**src/rtl/banked_regfile.sv**
```systemverilog
module banked_regfile (
  input  logic        clk,
  input  logic        rst_n,
  input  logic [2:0]  mode,
  input  logic        usr_en,
  input  logic [31:0] pc_in,
  input  logic [3:0]  ra_addr,
  output logic [31:0] ra_data,
  input  logic [3:0]  rb_addr,
  output logic [31:0] rb_data,
  input  logic        wr_en,
  input  logic [3:0]  wr_addr,
  input  logic [31:0] wr_data,
  output logic        pc_wr_en,
  output logic [31:0] pc_wr_data,
  input  logic        spsr_we,
  input  logic [31:0] spsr_wdata,
  output logic [31:0] spsr_rdata,
  input  logic        exc_en,
  input  logic [2:0]  exc_mode,
  input  logic [31:0] exc_lr,
  input  logic [31:0] exc_psr
);
  localparam int NPHYS = 31;
  localparam int NSPSR = 5;

  logic [31:0] gpr  [NPHYS];
  logic [31:0] spsr [NSPSR];

  function automatic logic [4:0] phys(input logic [2:0] m, input logic [3:0] r);
    if (m == 3'd1 && r >= 4'd8)
      return 5'({1'b0, r} + 5'd8);
    if (m >= 3'd2 && m <= 3'd5 && r >= 4'd13)
      return 5'(5'd23 + 5'({m - 3'd2, 1'b0}) + 5'({1'b0, r} - 5'd13));
    return {1'b0, r};
  endfunction

  function automatic logic is_exc(input logic [2:0] m);
    return m >= 3'd1 && m <= 3'd5;
  endfunction

  logic [2:0] emode;
  logic [4:0] pa, pb, pw, plr;
  logic [2:0] sidx, eidx;
  logic       gw, ew;

  assign emode = usr_en ? 3'd0 : mode;
  assign pa    = phys(emode, ra_addr);
  assign pb    = phys(emode, rb_addr);
  assign pw    = phys(emode, wr_addr);
  assign plr   = phys(exc_mode, 4'd14);
  assign sidx  = mode - 3'd1;
  assign eidx  = exc_mode - 3'd1;
  assign gw    = wr_en && wr_addr != 4'd15;
  assign ew    = exc_en && is_exc(exc_mode);

  assign ra_data    = (ra_addr == 4'd15) ? pc_in + 32'd8 : gpr[pa];
  assign rb_data    = (rb_addr == 4'd15) ? pc_in + 32'd8 : gpr[pb];
  assign pc_wr_en   = wr_en && wr_addr == 4'd15;
  assign pc_wr_data = wr_data;
  assign spsr_rdata = is_exc(mode) ? spsr[sidx] : 32'd0;

  always_ff @(posedge clk or negedge rst_n) begin
    if (!rst_n) begin
      for (int i = 0; i < NPHYS; i++) gpr[i] <= '0;
      for (int i = 0; i < NSPSR; i++) spsr[i] <= '0;
    end else begin
      if (gw) gpr[pw] <= wr_data;
      if (spsr_we && is_exc(mode)) spsr[sidx] <= spsr_wdata;
      if (ew) begin
        gpr[plr]   <= exc_lr;
        spsr[eidx] <= exc_psr;
      end
    end
  end
endmodule

```
**config.mk**
```make
export PLATFORM = sky130hd
export DESIGN_NAME = banked_regfile
export DESIGN_NICKNAME = d
export VERILOG_FILES = /design/src/rtl/banked_regfile.sv
export SDC_FILE = /design/constraint.sdc
export NUM_CORES = 2
export LEC_CHECK = 0
export BUFFER_PORTS_ARGS = -buffer_cell sky130_fd_sc_hd__buf_4
export CORE_UTILIZATION = 60
export CTS_CLUSTER_DIAMETER = 100
export DETAILED_ROUTE_END_ITERATION = 12
export PLACE_DENSITY = 0.87
export SKIP_LAST_GASP = 1
export SYNTH_ARGS = -nofsm -noshare
export SYNTH_HDL_FRONTEND = slang
export SYNTH_SLANG_ARGS = --single-unit
```
**constraint.sdc**
```tcl
create_clock -name clk -period 5.9 [get_ports clk]
set_clock_uncertainty 0.1 [all_clocks]
set_input_delay 0.59 -clock clk [delete_from_list [all_inputs] [get_ports clk]]
set_output_delay 0.59 -clock clk [all_outputs]
set_load 0.02 [all_outputs]
```
* Word level (Yosys, flattened, before mapping)
Cells that the tools add are included.
** Operators by class
- Add/sub/neg operators :: 17
- $lt $le $gt $ge :: 23
- Eq/ne operators :: 6
- Mux-type cells :: 57
- Bitwise gates (word level) :: 6
- Reductions and logical operators :: 18
** Operator list (number)
- 992-bit bitwise mux :: 2
- 992-bit 2-to-1 mux :: 2
- 32-bit 2-to-1 mux :: 13
- 32-bit binary-select mux with 5-bit select :: 2
- 160-bit bitwise mux :: 2
- 32-bit demux with 5-bit select :: 2
- 160-bit 2-to-1 mux :: 2
- 32-bit demux with 3-bit select :: 2
- 32-bit binary-select mux with 3-bit select :: 1
- 5-bit 2-to-1 mux :: 16
- 32-bit by 4-bit adder with 32-bit output (second input constant) :: 1
- 4-bit >= comparator (second input constant) :: 8
- 6-bit >= comparator (second input constant) :: 4
- 5-bit inverter with 6-bit output :: 4
- 1-bit logical AND :: 18
- 4-bit by 4-bit adder with 5-bit output (second input constant) :: 3
- 5-bit adder :: 3
- 4-bit by 4-bit subtractor with 5-bit output (second input constant) :: 3
- 4-bit equality test (second input constant) :: 3
- 6-bit by 1-bit < comparator with 1-bit output (second input constant) :: 2
- 1-bit 2-to-1 mux :: 12
- 5-bit by 4-bit adder with 5-bit output (first input constant) :: 2
- 3-bit <= comparator (second input constant) :: 3
- 4-bit by 1-bit < comparator with 1-bit output (second input constant) :: 2
- 9 further kinds :: 15
** Storage, ports and cells
- Flip-flop bits (word level) :: 1152
- Input port bits :: 184
- Output and inout port bits :: 129
- Logic and storage cells :: 163

* Depth between registers and ports, before layout
- Depth in word-level cells :: 17
- Gate-level depth with buffers :: 19
- Gate-level depth less buffers :: 15

* Worst setup path after synthesis
No wires, ideal clock.
- Kind :: input -> output
- Start point :: input port mode[0]
- End point :: output port ra_data[28]
- Arrival time :: 5.038 ns
- Required time :: 5.210 ns
- Slack :: 0.172 ns
- Stages :: 17
- Path buffers :: 6
- Path through :: buf_1 > clkbuf_1 > clkbuf_1 > nor2_1 > xnor2_1 > ha_1 > fa_1 > nand2b_1 > nor2_1 > and3_1 > or2_2 > buf_2 > buf_2 > buf_1 > nand2_1 > o41ai_1 > a2111oi_0
** Between the ends
- Longest elaborated chain between the ends :: 13
- Elaborated cells on any way between the ends :: 21
- Those cells by class :: 3 x add/sub; 2 x order compare; 1 x eq/ne; 11 x mux; 1 x bitwise; 3 x reduce/logical
** RTL lines
- start: declaration :: line 4 : input logic [2:0] mode,
- 3-bit 2-to-1 mux * :: line 47 : assign emode = usr_en ? 3'd0 : mode;
- parallel branches: the longest is 6 deep, another holds 5-bit by 4-bit adder with 5-bit output
- 5-bit 2-to-1 mux * :: line 33 : if (m >= 3'd2 && m <= 3'd5 && r >= 4'd13)
- 5-bit inverter with 6-bit output (implied by the code) * :: line 57 : assign ra_data = (ra_addr == 4'd15) ? pc_in + 32'd8 : gpr[pa];
- 32-bit binary-select mux with 5-bit select * :: line 57
- 32-bit 2-to-1 mux (implied by the code) * (2 in series) :: line 57
- 32-bit 2-to-1 mux * :: line 57
- end: declaration :: line 8 : output logic [31:0] ra_data,
Every way passes the cells marked *. The select of a mux whose other input is x is not followed.

* Worst setup path after layout
- Start point :: input port usr_en
- End point :: output port ra_data[14]
** Between the ends
- Longest elaborated chain between the ends :: 13
- Elaborated cells on any way between the ends :: 21
- Those cells by class :: 3 x add/sub; 2 x order compare; 1 x eq/ne; 11 x mux; 1 x bitwise; 3 x reduce/logical
** RTL lines
- start: declaration :: line 5 : input logic usr_en,
- 3-bit 2-to-1 mux * :: line 47
- parallel branches: the longest is 6 deep, another holds 5-bit by 4-bit adder with 5-bit output
- 5-bit 2-to-1 mux * :: line 33
- 5-bit inverter with 6-bit output (implied by the code) * :: line 57
- 32-bit binary-select mux with 5-bit select * :: line 57
- 32-bit 2-to-1 mux (implied by the code) * (2 in series) :: line 57
- 32-bit 2-to-1 mux * :: line 57
Marks and branches as above.

==> out/results.ini <==
[outcome]
outcome = finished with violations
violations = setup timing

[place]
pre_cts_ws_ns = -0.006971
place_area_um2 = 71860
io_buffers = 312
routabilityCongestion = 1.019
place_hpwl_mm = 173.8

[synth]
yosys_warnings = 0
ys_seq_elements = 1152
synth_ff_type = dfrtp_1
synthArstFlopShare_pct = 100.0
synth.top_cell.area_share_pct = 43.08
synth_edf_count = 0
ys_seq_area_share_pct = 43.08
avgSynthCellArea_um2 = 9.893
synth.largest_area_cell = dfrtp_1
syn_area_um2 = 66910
synthTopCellsByArea = dfrtp_1 43%, mux2_2 13%, mux2i_1 10%
syn_inst = 6763
syn_nets = 6969
synth_cell_type_count = 78

[flow_run]
cap_violations = 0

[worst_setup_path]
cp.arrival_ns = 5.27
crit_type = in -> out
timing.rr.end = gpr[654]$_DFF_PN0_
regToRegSetupSlack_ns = 4.29
reg2reg_depth = 2
critPathRequiredTime_ns = 5.21
path_max_fanout = 8
cp-end-kind = primary output
start_kind = input port
r2r_start = gpr[654]$_DFF_PN0_

[detailed_routing]
wl_per_cell_um = 33.12
vias = 63464
drc = 0
ant_nets = 0
wl_met3_mm = 46.72
wl_met2_mm = 112.5
drtIter0Drc = 10774
wl_met1_mm = 91.94
drt_wl_total_mm = 280.2
dr.pass1.iters = 9
maxUsedRoutingLayer = met5
viasPerCell = 7.500

[clock_tree]
cts_buffers = 121
clock_latency_ns = 0.75
clk_root_buffer_cell = clkbuf_16
cts_sinks = 1152
cts_tree = yes
cts.clk_slew.worst_paths_ns = 0.06
clockBufferDepth = 3
cts_max_level = 3

[global_routing]
grt_pass1_vias = 61695
grt_pass1_wl_mm = 406.8
grt_max_degree = 174
grt.overflow.total = 0
antenna_found_initial = 21
grtUsageTotal_pct = 49.02

[hold_path]
hp-start = exc_lr[29]
min_path_cells = 3
hp-class = in -> reg
hold_end = gpr[221]$_DFF_PN0_

[layout]
area_growth_pct = 14.46
design_area_um2 = 76590
mostFrequentLayoutCells = 1152 x dfrtp_1, 1019 x nand2_1, 760 x mux2_2
final_common_cell = dfrtp_1
drive_gt1_share_pct = 25.45
final_nets = 7062

[timing]
finalSetupTns_ns = -0.1323
worst_slack_ns = -0.06080
setup_viol = 3
finalCriticalPeriod_ns = 5.961
fmax_mhz = 167.8
rsz0062_at_grt = false
slew_headroom_pct = 7.643
drv_slew = 0
hold_viol = 0
holdWs_ns = 0.02576
fin_crit_sh_pct = 101.0
tightest_slew_ns = 1.380

[floorplan]
core_area_um2 = 110700
fp.dieW_um = 335.9
start_util_pct = 60.46
die_h_um = 335.9
num_io_pins = 313
die-area_um2 = 112900
num_rows = 122

[power_and_ir_drop]
p_leak_uw = 0.03274
finalPower_uw = 26680
peakVddDrop_v = 0.0002774
power.density_nw_per_um2 = 348.4

==> metrics by stage <==
stage	cells	utilization, %
floorplan	6763	-
global placement	8186	64.93
detailed placement	8186	64.93
CTS	8439	69.12
global route	8448	69.17
finish	8462	69.20
==> cell type report <==
type                            count  area (um^2)
Inverter                           37        138.9
Sequential cell                  1152        28830
Tap cell                         1488         1862
Timing Repair Buffer              649         5816
Clock buffer                      171         3550
Antenna cell                       22        55.05
Multi-Input combinational cell   4895        35600
Fill cell                        7830        34080
Clock inverter                     48        734.5
==> worst max path at each step <==
stage                        from           to  depth (start not counted)
after detailed placement   usr_en   rb_data[6]                         16
final                      usr_en  ra_data[14]                         17
after global routing       usr_en   ra_data[4]                         18
after CTS                  usr_en   ra_data[2]                         18
after global placement     usr_en   rb_data[6]                         16
after floorplan           mode[0]  ra_data[28]                         17
==> routing by layer <==
layer  global-route usage, %  vias up
met5                       0        -
met4                   38.31       18
met3                   21.00     2033
met2                   68.04     6053
met1                   59.76    30526
li1                        -    24834
==> report_power, final <==
group | total [uW] | internal [uW] | switching (uW) | leakage (uW)
registers | 11500 | 9870 | 1580 | 0.0145
clock network | 8320 | 4910 | 3410 | 0.00211
logic | 6900 | 3100 | 3810 | 0.0161
==> synthesized netlist by cell type (12+ instances only) <==
| master | number |
|---|---|
| inv_1 | 34 |
| a221oi_1 | 17 |
| a32oi_1 | 33 |
| or3_1 | 13 |
| a211oi_1 | 45 |
| nor3_1 | 76 |
| xnor2_1 | 25 |
| nand4_1 | 39 |
| buf_1 | 97 |
| mux2i_1 | 697 |
| o22ai_1 | 185 |
| nor2_1 | 310 |
| buf_2 | 84 |
| and2_1 | 12 |
| dfrtp_1 | 1152 |
| a2111oi_0 | 13 |
| o21ai_0 | 390 |
| nand3_1 | 137 |
| nand2_1 | 1034 |
| and3_1 | 39 |
| mux4_2 | 89 |
| mux2_2 | 760 |
| buf_4 | 53 |
| a21oi_1 | 433 |
| a221o_1 | 12 |
| a22oi_1 | 41 |
| ha_1 | 19 |
| o221ai_1 | 57 |
| a311oi_1 | 13 |
| nor4_1 | 44 |
| a31oi_1 | 88 |
| a22o_1 | 47 |
| clkbuf_1 | 441 |
| o211ai_1 | 13 |
| o22a_1 | 19 |
| or4_1 | 26 |
| xor2_1 | 17 |
| o31ai_1 | 13 |
==> logic make-up after synthesis <==
| family | Yosys count | synth area share [%] |
|---|---|---|
| fa+ha+maj | 22 | 0.4451 |
| flops | 1152 | 43.08 |
| simple gates | 1774 | 11.26 |
| mux | 1546 | 26.21 |
| compound gates | 1511 | 13.93 |
| buf+inv | 716 | 4.516 |
| xor+xnor | 42 | 0.5498 |
==> worst max-delay path: stages <==
cell	delay (ns)
buf_4	0.16
and2b_1	0.26
inv_2	0.09
ha_1	0.34
xnor2_2	0.27
ha_1	0.30
fa_1	0.48
nand2b_1	0.17
nor2_1	0.06
and3_1	0.23
nor2_2	0.20
nand3_1	0.69
buf_4	0.47
o21ai_0	0.20
nor3_1	0.10
a32oi_1	0.40
buf_4	0.22
==> repair_timing <==
item / 4_1_cts / 5_1_grt
endpoints found under the setup margin: 2 / 11
resized for setup: 0 / 4
buffers inserted: 1 / 0
hold buffers: 33 / 0
endpoints found under the hold margin: 185 / 0
pin swaps: 1 / 0
Note: power is estimated with default switching activity, not from simulation.
